$ cat src/rtl/tref_pkg.sv
package tref_pkg;
    localparam int NREF = 3;
    localparam logic [1:0] SRC_INT = 2'd3;

    typedef enum logic [2:0] {
        ST_FREE  = 3'd0,
        ST_ACQ   = 3'd1,
        ST_FAST  = 3'd2,
        ST_PQUAL = 3'd3,
        ST_LOCK  = 3'd4,
        ST_HOLD  = 3'd5
    } sel_state_e;
endpackage

$ cat src/rtl/tref_qualifier.sv
// Counts consecutive ticks during which one reference stays usable.
module tref_qualifier #(
    parameter int QUAL_SECS = 30
) (
    input  logic clk,
    input  logic rst_n,
    input  logic sec_tick,
    input  logic usable,
    output logic qualified
);
    localparam int CW = $clog2(QUAL_SECS + 1);
    localparam logic [CW-1:0] CMAX = CW'(QUAL_SECS);

    logic [CW-1:0] cnt;

    always_ff @(posedge clk or negedge rst_n) begin
        if (!rst_n)
            cnt <= '0;
        else if (!usable)
            cnt <= '0;
        else if (sec_tick && cnt != CMAX)
            cnt <= cnt + 1'b1;
    end

    assign qualified = (cnt == CMAX);
endmodule

$ cat src/rtl/tref_picker.sv
// Chooses the target source: manual override, else highest-ranked eligible.
module tref_picker
    import tref_pkg::*;
(
    input  logic [NREF-1:0] elig,
    input  logic            man_on,
    input  logic [1:0]      man_src,
    output logic [1:0]      tgt
);
    always_comb begin
        tgt = SRC_INT;
        if (man_on) begin
            tgt = man_src;
        end else begin
            for (int i = NREF - 1; i >= 0; i--)
                if (elig[i]) tgt = 2'(i);
        end
    end
endmodule

$ cat src/rtl/timing_ref_selector.sv
module timing_ref_selector
    import tref_pkg::*;
#(
    parameter int QUAL_SECS        = 30,
    parameter int HOLD_MIN_SECS    = 140,
    parameter int OFF_W            = 16,
    parameter int OFFSET_LIMIT_PPB = 4000
) (
    input  logic             clk,
    input  logic             rst_n,
    input  logic             sec_tick,
    input  logic [2:0]       ref_ok,
    input  logic [2:0]       ref_oob,
    input  logic [OFF_W-1:0] meas_offset,
    input  logic             fs_synced,
    input  logic             pq_pass,
    input  logic             hold_bad,
    input  logic             man_req,
    input  logic [1:0]       man_sel,
    input  logic             man_clr,
    output logic [1:0]       src_sel,
    output logic [2:0]       mode,
    output logic [2:0]       loss_alm,
    output logic [2:0]       oob_cond,
    output logic [2:0]       sw_cond,
    output logic [3:0]       man_cond,
    output logic             fast_cond,
    output logic             hold_alm,
    output logic             free_cond
);
    localparam int WIN_W = $clog2(QUAL_SECS + 1);
    localparam int TRK_W = $clog2(HOLD_MIN_SECS + 2);
    localparam logic [WIN_W-1:0] WIN_LAST = WIN_W'(QUAL_SECS - 1);
    localparam logic [TRK_W-1:0] TRK_LIM  = TRK_W'(HOLD_MIN_SECS);
    localparam logic [OFF_W-1:0] OFF_LIM  = OFF_W'(OFFSET_LIMIT_PPB);

    sel_state_e       state, nxt_state;
    logic [1:0]       src_q, tgt, man_src;
    logic             man_on, switching, win_clr, win_inc, win_end;
    logic [WIN_W-1:0] win_cnt;
    logic [TRK_W-1:0] trk_cnt;
    logic [NREF-1:0]  usable, qual, elig;
    logic [3:0]       usable4;

    assign usable  = ref_ok & ~ref_oob;
    assign usable4 = {1'b1, usable};

    for (genvar g = 0; g < NREF; g++) begin : g_ref
        tref_qualifier #(.QUAL_SECS(QUAL_SECS)) u_qual (
            .clk(clk), .rst_n(rst_n), .sec_tick(sec_tick),
            .usable(usable[g]), .qualified(qual[g])
        );
        // Current or lower-ranked references need no fresh qualification.
        assign elig[g] = usable[g] &
                         (qual[g] | ((src_q != SRC_INT) && (2'(g) >= src_q)));
    end

    tref_picker u_pick (
        .elig(elig), .man_on(man_on), .man_src(man_src), .tgt(tgt)
    );

    assign switching = (tgt != src_q);
    assign win_end   = (win_cnt == WIN_LAST);

    // Next-state logic
    always_comb begin
        nxt_state = state;
        win_clr   = 1'b0;
        win_inc   = 1'b0;
        if (switching) begin
            win_clr = 1'b1;
            if (tgt != SRC_INT)
                nxt_state = ST_ACQ;
            else if (!man_on && trk_cnt > TRK_LIM && !hold_bad)
                nxt_state = ST_HOLD;
            else
                nxt_state = ST_FREE;
        end else begin
            unique case (state)
                ST_ACQ: if (sec_tick) begin
                    if (win_end) begin
                        win_clr   = 1'b1;
                        nxt_state = (meas_offset > OFF_LIM) ? ST_FAST : ST_LOCK;
                    end else begin
                        win_inc = 1'b1;
                    end
                end
                ST_FAST: if (fs_synced) begin
                    win_clr   = 1'b1;
                    nxt_state = ST_PQUAL;
                end
                ST_PQUAL: if (sec_tick) begin
                    if (win_end) begin
                        win_clr   = 1'b1;
                        nxt_state = pq_pass ? ST_LOCK : ST_FAST;
                    end else begin
                        win_inc = 1'b1;
                    end
                end
                ST_HOLD: if (hold_bad) nxt_state = ST_FREE;
                default: ;
            endcase
        end
    end

    // State register, timers
    always_ff @(posedge clk or negedge rst_n) begin
        if (!rst_n) begin
            state   <= ST_FREE;
            src_q   <= SRC_INT;
            win_cnt <= '0;
            trk_cnt <= '0;
        end else begin
            state <= nxt_state;
            src_q <= tgt;
            if (win_clr)      win_cnt <= '0;
            else if (win_inc) win_cnt <= win_cnt + 1'b1;
            if (switching || state != ST_LOCK)
                trk_cnt <= '0;
            else if (sec_tick && trk_cnt <= TRK_LIM)
                trk_cnt <= trk_cnt + 1'b1;
        end
    end

    // Manual override register
    always_ff @(posedge clk or negedge rst_n) begin
        if (!rst_n) begin
            man_on  <= 1'b0;
            man_src <= SRC_INT;
        end else if (man_clr) begin
            man_on <= 1'b0;
        end else if (man_req && usable4[man_sel]) begin
            man_on  <= 1'b1;
            man_src <= man_sel;
        end else if (man_on && !usable4[man_src]) begin
            man_on <= 1'b0;
        end
    end

    // Registered condition outputs
    always_ff @(posedge clk or negedge rst_n) begin
        if (!rst_n) begin
            loss_alm <= '0;
            oob_cond <= '0;
            sw_cond  <= '0;
        end else begin
            loss_alm <= ~ref_ok;
            oob_cond <= ref_ok & ref_oob;
            if (switching)
                sw_cond <= (!man_on && tgt != SRC_INT) ? 3'(3'b001 << tgt) : 3'b000;
        end
    end

    assign src_sel   = src_q;
    assign mode      = state;
    assign man_cond  = man_on ? 4'(4'b0001 << man_src) : 4'b0000;
    assign fast_cond = (state == ST_FAST) || (state == ST_PQUAL);
    assign hold_alm  = (state == ST_HOLD);
    assign free_cond = (state == ST_FREE);
endmodule

$ cat config.mk
export PLATFORM = sky130hd
export DESIGN_NAME = timing_ref_selector
export DESIGN_NICKNAME = d
export VERILOG_FILES = /design/src/rtl/tref_pkg.sv /design/src/rtl/tref_qualifier.sv /design/src/rtl/tref_picker.sv /design/src/rtl/timing_ref_selector.sv
export SDC_FILE = /design/constraint.sdc
export NUM_CORES = 1
export LEC_CHECK = 0
export ABC_AREA = 1
export BUFFER_PORTS_ARGS = -buffer_cell sky130_fd_sc_hd__buf_4
export CAP_MARGIN = 20
export CORE_UTILIZATION = 45
export DETAILED_ROUTE_END_ITERATION = 7
export HOLD_SLACK_MARGIN = 0.02
export PLACE_DENSITY = 0.76
export RECOVER_POWER = 25
export SLEW_MARGIN = 20
export SYNTH_ARGS = -nofsm -noshare
export SYNTH_HDL_FRONTEND = slang
export SYNTH_HIERARCHICAL = 1
export SYNTH_SLANG_ARGS = --single-unit
$ cat constraint.sdc
create_clock -name clk -period 5.75 [get_ports clk]
set_input_delay 0.575 -clock clk [delete_from_list [all_inputs] [get_ports clk]]
set_output_delay 0.575 -clock clk [all_outputs]
set_load 0.1 [all_outputs]
# After elaboration in Yosys (flattened, before gate mapping)
# Index checks and enable logic that the tools add are counted.
dict set report op_classes {
  n_eq_ne 24
  n_mux 44
  n_reduce_logical 25
  magnitude_cmp 8
  n_shift 2
  n_addsub 5
  bitwise 11
}
# op count
set ops {}
lappend ops {{5-bit 2-to-1 mux} 8}
lappend ops {{3-bit 2-to-1 mux} 12}
lappend ops {{5-bit by 1-bit adder with 5-bit output, second input constant} 4}
lappend ops {{5-bit equality test, second input constant} 4}
lappend ops {{3-bit != test, second input constant} 6}
lappend ops {{16-bit by 12-bit > comparator with 1-bit output, second input constant} 1}
lappend ops {{8-bit 2-to-1 mux} 2}
lappend ops {{5-bit != test, second input constant} 3}
lappend ops {{1-bit 2-to-1 mux} 14}
lappend ops {{1-bit logical AND} 12}
lappend ops {{3-bit one-hot mux with 4 select lines} 1}
lappend ops {{8-bit by 1-bit adder with 8-bit output, second input constant} 1}
lappend ops {{8-bit > comparator, second input constant} 1}
lappend ops {{8-bit <= comparator, second input constant} 1}
lappend ops {{7-bit AND reduction} 1}
lappend ops {{3-bit bitwise AND} 2}
lappend ops {{3-bit by 2-bit equality test with 1-bit output, second input constant} 2}
lappend ops {{2-bit by 3-bit < comparator with 1-bit output, second input constant} 2}
lappend ops {{2-bit 2-to-1 mux} 3}
lappend ops {{2-bit by 1-bit != test with 1-bit output, second input constant} 3}
lappend ops {{3-bit NOT} 2}
lappend ops {{5-bit nonzero test} 1}
lappend ops {{1-bit binary-select mux with 2-bit select} 2}
lappend ops {{1-bit by 2-bit greater-or-equal comparator with 1-bit output, first input constant} 2}
lappend ops {{other kinds (20)} 29}
dict set report totals {
  elab_cells 131
  regBits 45
  inputBits 32
  output_inout_bits 21
}

# Depth between registers and ports, before layout
dict set report logic_depth {
  word_depth 12
  depth_mapped 17
  mapped_depth_nobuf 17
}

# Modules after synthesis
# The synthesis kept the hierarchy.
# module area_each_um2 cells_each instances seq_area_each_um2
set by_module_without_submodules {}
lappend by_module_without_submodules {timing_ref_selector 1764.2 238 1 755.7}
lappend by_module_without_submodules {tref_qualifier 356.6 44 3 125.1}
lappend by_module_without_submodules {tref_picker 36.3 9 1 0.0}

# Worst setup path before layout
# Ideal clock, no wire load.
dict set report synth_timing {
  path_type {register to output}
  startpoint {reg man_src[0]}
  endpoint {out man_cond[3]}
  path_buffers 0
  arrival_ns 2.665
  path_stages_with_launch 3
  path_slack_ns 2.510
  t_required_ns 5.175
  cell_sequence {dfstp_2 -> inv_1 -> nor3_1}
}
dict set report synth_between {
  elab_chain_cells 2
}
# element line_no
set synth_lines {}
lappend synth_lines {{start: declaration} timing_ref_selector.sv:38} ;# logic [1:0] src_q, tgt, man_src;
lappend synth_lines {{start signal: assignment} timing_ref_selector.sv:134} ;# man_src <= man_sel;
lappend synth_lines {{1-bit by 2-bit left shift with 4-bit output} timing_ref_selector.sv:156} ;# assign man_cond = man_on ? 4'(4'b0001 << man_src) : 4'b0000;
lappend synth_lines {{4-bit 2-to-1 mux} timing_ref_selector.sv:156}
lappend synth_lines {{end: declaration} timing_ref_selector.sv:26} ;# output logic [3:0] man_cond,
# Every way passes these cells.

# Worst setup path in the final report
dict set report layout_timing {
  startpoint {in ref_ok[1]}
  endpoint {reg win_cnt[3]}
}
dict set report layout_between {
  elab_chain_cells 8
  elab_cells_between_ends 10
  classes_between {eq/ne: 1; mux: 6; bitwise: 2; reduce/logical: 1}
}
# element line_no
set layout_lines {}
lappend layout_lines {{start: declaration} timing_ref_selector.sv:12} ;# input logic [2:0] ref_ok,
lappend layout_lines {{3-bit bitwise AND *} timing_ref_selector.sv:45} ;# assign usable = ref_ok & ~ref_oob;
lappend layout_lines {{named net usable[1]} timing_ref_selector.sv:42} ;# logic [NREF-1:0] usable, qual, elig;
lappend layout_lines {{1-bit bitwise AND *} timing_ref_selector.sv:54} ;# assign elig[g] = usable[g] &
lappend layout_lines {{named net elig[1]} timing_ref_selector.sv:42}
lappend layout_lines {{2-bit 2-to-1 mux * (2 in a row)} tref_picker.sv:16} ;# if (elig[i]) tgt = 2'(i);
lappend layout_lines {{2-bit 2-to-1 mux *} tref_picker.sv:12} ;# if (man_on) begin
lappend layout_lines {{named net tgt[0]} timing_ref_selector.sv:38}
lappend layout_lines {{2-bit != test *} timing_ref_selector.sv:62} ;# assign switching = (tgt != src_q);
lappend layout_lines {{1-bit 2-to-1 mux} timing_ref_selector.sv:70} ;# if (switching) begin
lappend layout_lines {{5-bit 2-to-1 mux / 2-bit nonzero test (equally long branches)} --}
lappend layout_lines {{end signal: assignment} timing_ref_selector.sv:117} ;# else if (win_inc) win_cnt <= win_cnt + 1'b1;
lappend layout_lines {{end: declaration} timing_ref_selector.sv:40} ;# logic [WIN_W-1:0] win_cnt;
# Mark *: on every way through the listed nets, which the timed path passes. The rest lies on a longest branch.
# A chain may end at the register's enable or synchronous reset.

==> results.txt <==
The final HPWL from detailed placement came out at 4.51 mm. In the global route stage, met2 resource usage came out at 35.8%. The sum of negative setup slack came out at 0 ps. The area growth from synthesis to layout is 19.4%. The number of buffers on the longest clock path is 2.

For this run, the detailed router's first-pass iteration total came to 4. The fraction of synthesized cell area taken by the top area cell type came out at a little over a third. The static power due to leakage is 0.00193 uW. The global-route wire length before repair is about 10 mm. The post-synthesis instance area came out at 2870 sq um. The count of hold buffers inserted by post-cts repair is 0. The clock tree from TritonCTS is built. Summing the areas of all compound-gate instances in the mapped netlist gives under 10% of the synthesized area. After floorplanning, the core was sized to cover 6030 sq um. The final net count is approximately 480. The number of antenna violations at the first check in global routing was 0.

The initial core utilization is between 40% and 50%. By area the synthesized netlist is led by sky130_fd_sc_hd__dfrtp_1 36%, sky130_fd_sc_hd__nand2_1 14%, sky130_fd_sc_hd__inv_1 8.2%. The most numerous cell in the Yosys netlist is sky130_fd_sc_hd__nand2_1. The area of the die is 6700 sq um. For this run, design rule violations remaining after detail routing come to 0. The ratio of routed vias to standard cells came out at a little over 5.

The cell row count is 28. The clock latency on the worst-skew pair is 300 ps. The final critical path time including I/O delays and setup came out at between 2000 and 2500 ps. The post-synthesis share of cell area spent on full adders, half adders and majority gates came out at 4.36%.

The cell accounting for the most synthesized area is sky130_fd_sc_hd__dfrtp_1. The number of different library cells in the post-synthesis netlist came out at 35. Power spread over the standard cell area amounts to approximately 320 nW/um^2. The async set or reset register ratio after synthesis came out at between 90% and 100%.

The sequential fraction of the synthesis area came out at between 30% and 40%. The global-route met1 utilization is 22.2%. STA classifies the critical path startpoint as a primary input. The fraction of the cycle the final worst path needs is between 40% and 50%.

Global routing used roughly 4.0% of the available met3 tracks. The critical path in this run is classified as primary input to flop. The maximum fanout along the worst path came out at 13. The worst hold slack came out at roughly 450 ps. By area, the combinational part of the netlist is dominated by simple AND/OR/NAND/NOR gates. The count of warnings emitted by yosys came out at 6.

For this block, the via count after detailed routing is about 2.6k. The synthesized design contains 45 register bits. The count of final hold-check violations is 0.

In the synthesized netlist the dominant register cell turns out to be sky130_fd_sc_hd__dfrtp_1. The detail route stage leaves a number of antenna-violating nets equal to 0. Of the cells placed in the final design, the portion with a size suffix greater than 1 is between 20% and 30%. Static timing analysis puts the maximum clock frequency at roughly 400 MHz. The number of nets produced by synthesis came out at roughly 420. The number of gates resized after CTS was 0.

The number of clock sinks is 45. The tree is rooted in a sky130_fd_sc_hd__clkbuf_8. The worst clock skew came out at about 6.7 ps. After detailed routing, the total wire length is between 6 and 7 mm. The portion of synthesized area spent on multiplexers is 0%.

The global-route total usage across every layer came out at roughly a fifth. STA classifies the critical path endpoint as a flop. Summing the areas of all xor and xnor instances in the mapped netlist gives approximately 2.4% of the synthesized area. The number of buffers created by CTS is 5.

The count of pins over their slew limit came out at 46. The detailed-route wire length per cell came out at 11.8 um. The chip height is between 80 and 90 um. The average footprint of a synthesized cell came out at 7.57 sq um. Counting flops with a built-in enable in the synthesized netlist gives 0. The largest net degree at the start of global routing came out at 46. The simple logic cell fraction of the synthesized area is around a third. The remaining global-route overflow came out at 0.

Data on the critical path is required at its endpoint by 5950 ps. The number of max-cap violations came out at 1. The count of H-tree levels built during CTS is 2. The number of top-level pins came out at 53. The final number of setup-violating endpoints is 0.

The flow ran to the end, but the final reports show violations. The clock-pin slew reported for the worst setup and hold paths after clock tree synthesis came out at ~90 ps. Setup repair after global routing left no endpoint under its margin. VDD sags by at most 0.219 mV. The total of buffers placed on input and output ports is 52. The number of antenna diodes is 0. Counting every instance in the synthesized netlist gives ~380.

The final weighted congestion of routability-driven global placement is around 0.87. The via count of the first global-routing pass came out at 2387. The worst hold path belongs to the class primary input to flop.

Data on the critical path arrives at its endpoint at around 2700 ps. The initial detailed-routing violation count is between 60 and 70. The horizontal extent of the die is 81.9 um. The number of fillers in the final layout is ~570. The fraction of the core area covered by cells at the end of the flow is between 50% and 60%. The total setup buffers inserted after CTS is 0. Sorting the synthesized cells by how often they occur yields 104 x sky130_fd_sc_hd__nand2_1, 63 x sky130_fd_sc_hd__inv_1, 44 x sky130_fd_sc_hd__nand3_1, 41 x sky130_fd_sc_hd__dfrtp_1, 27 x sky130_fd_sc_hd__nor2_1. The checks that failed: max-capacitance violations, max-slew violations. At the pin with the least slew margin, the transition time is 2440 ps. The relative max-transition margin came out at -62.4%. After global routing, the most crowded layer is met2.
## critical path, cell delays in order
cell and delay [ps]:
sky130_fd_sc_hd__clkbuf_4 100, sky130_fd_sc_hd__inv_1 40, sky130_fd_sc_hd__nor2_1 360, sky130_fd_sc_hd__inv_1 160, sky130_fd_sc_hd__a21oi_1 140, sky130_fd_sc_hd__inv_1 60, sky130_fd_sc_hd__nand2_1 60, sky130_fd_sc_hd__nand2_1 40
sky130_fd_sc_hd__nand2_1 150, sky130_fd_sc_hd__xnor2_1 160, sky130_fd_sc_hd__nand2_2 130, sky130_fd_sc_hd__inv_2 190, sky130_fd_sc_hd__nand3_1 220, sky130_fd_sc_hd__a21oi_1 190, sky130_fd_sc_hd__nor2_1 60
## layout by cell type (no fill, tap or decap), types with 2 or more instances in the layout
master                     Yosys  routed
sky130_fd_sc_hd__o211ai_1      2       2
sky130_fd_sc_hd__dfrtp_1      41      41
sky130_fd_sc_hd__o41ai_1       3       3
sky130_fd_sc_hd__nor3_2        3       3
sky130_fd_sc_hd__a21oi_1       4       4
sky130_fd_sc_hd__nor2_2        2       2
sky130_fd_sc_hd__nor2_4        3       3
sky130_fd_sc_hd__ha_1         10      10
sky130_fd_sc_hd__nand3_1      44      44
sky130_fd_sc_hd__xor2_1        6       6
sky130_fd_sc_hd__clkbuf_8      0       6
sky130_fd_sc_hd__nor3_1        5       5
sky130_fd_sc_hd__inv_2         6       6
sky130_fd_sc_hd__o21ai_0       7       7
sky130_fd_sc_hd__o21ai_4       3       3
sky130_fd_sc_hd__nand2_2       2       2
sky130_fd_sc_hd__xnor2_1       2       2
sky130_fd_sc_hd__buf_4         0      47
sky130_fd_sc_hd__inv_1        63      63
sky130_fd_sc_hd__nor2_1       27      27
sky130_fd_sc_hd__nand2_4       7       7
sky130_fd_sc_hd__o21ai_1       5       5
sky130_fd_sc_hd__nand4_1      11      11
sky130_fd_sc_hd__clkbuf_4      0       4
sky130_fd_sc_hd__nand2_1     104     104
sky130_fd_sc_hd__dfstp_2       4       4
## flip-flops by register name (all words and copies together) (netlist names)
name and flops:
g_ref.u_qual/cnt 15, man_on 1, win_cnt 5, loss_alm 3, src_sel 2, trk_cnt 8
oob_cond 3, sw_cond 3, mode 3, man_src 2
## metrics by stage
stage	worst slack, ps	area, sq um	std cells	power (uW)
final	3300	3430	510	1090
after global routing	2770	3430	510	1150
after CTS	3300	3430	510	1110
after detailed placement	3000	3310	502	851
after global placement	3060	3310	502	844
after floorplan	2510	2870	379	744
## final timing paths
kind                                   startpoint                     end  slack, ps  depth (start not counted)
setup / recovery                        ref_ok[1]              win_cnt[3]       3300                         15
max in group asynchronous                   rst_n              sw_cond[0]       3360                          1
hold reg to reg                        sw_cond[2]              sw_cond[2]        510                          2
setup reg to reg           g_ref[1].u_qual/cnt[0]              win_cnt[3]       3320                         16
hold / removal                          ref_ok[1]             loss_alm[1]        450                          2
min in group asynchronous                   rst_n  g_ref[0].u_qual/cnt[0]       1020                          1
## report_power, final
| part | internal, uW | leakage (uW) | switching [uW] |
|---|---|---|---|
| Sequential | 346 | 0.000596 | 32.9 |
| Clock | 141 | 0.0000574 | 110 |
| Combinational | 109 | 0.00128 | 356 |
| Total | 596 | 0.00193 | 498 |
## per-layer routing
layer / vias to the layer above / wire [um] / share of wire, %
li1: 1316 / - / -
met1: 1198 / 2630 / 44
met2: 53 / 3010 / 50
met3: 6 / 294 / 4.9
met4: 0 / 63 / 1.0
met5: - / 0 / 0
## kinds of logic after synthesis
logic type,after synthesis
AO/OA/AOI/OAI,31
XOR/XNOR,8
adder cells (fa/ha/maj),10
buffers and inverters,73
flip-flops,45
AND/OR/NAND/NOR,212
## cell type report
type	instances	area [sq um]	area share [%]
Multi-Input combinational cell	261	1440	41.9
Sequential cell	45	1130	33.0
Timing Repair Buffer	52	387	11.3
Clock buffer	6	82.6	2.41
Inverter	69	259	7.56
Clock inverter	2	37.5	1.10
Tap cell	75	93.8	2.74
Power figures use the tool's default switching activity.
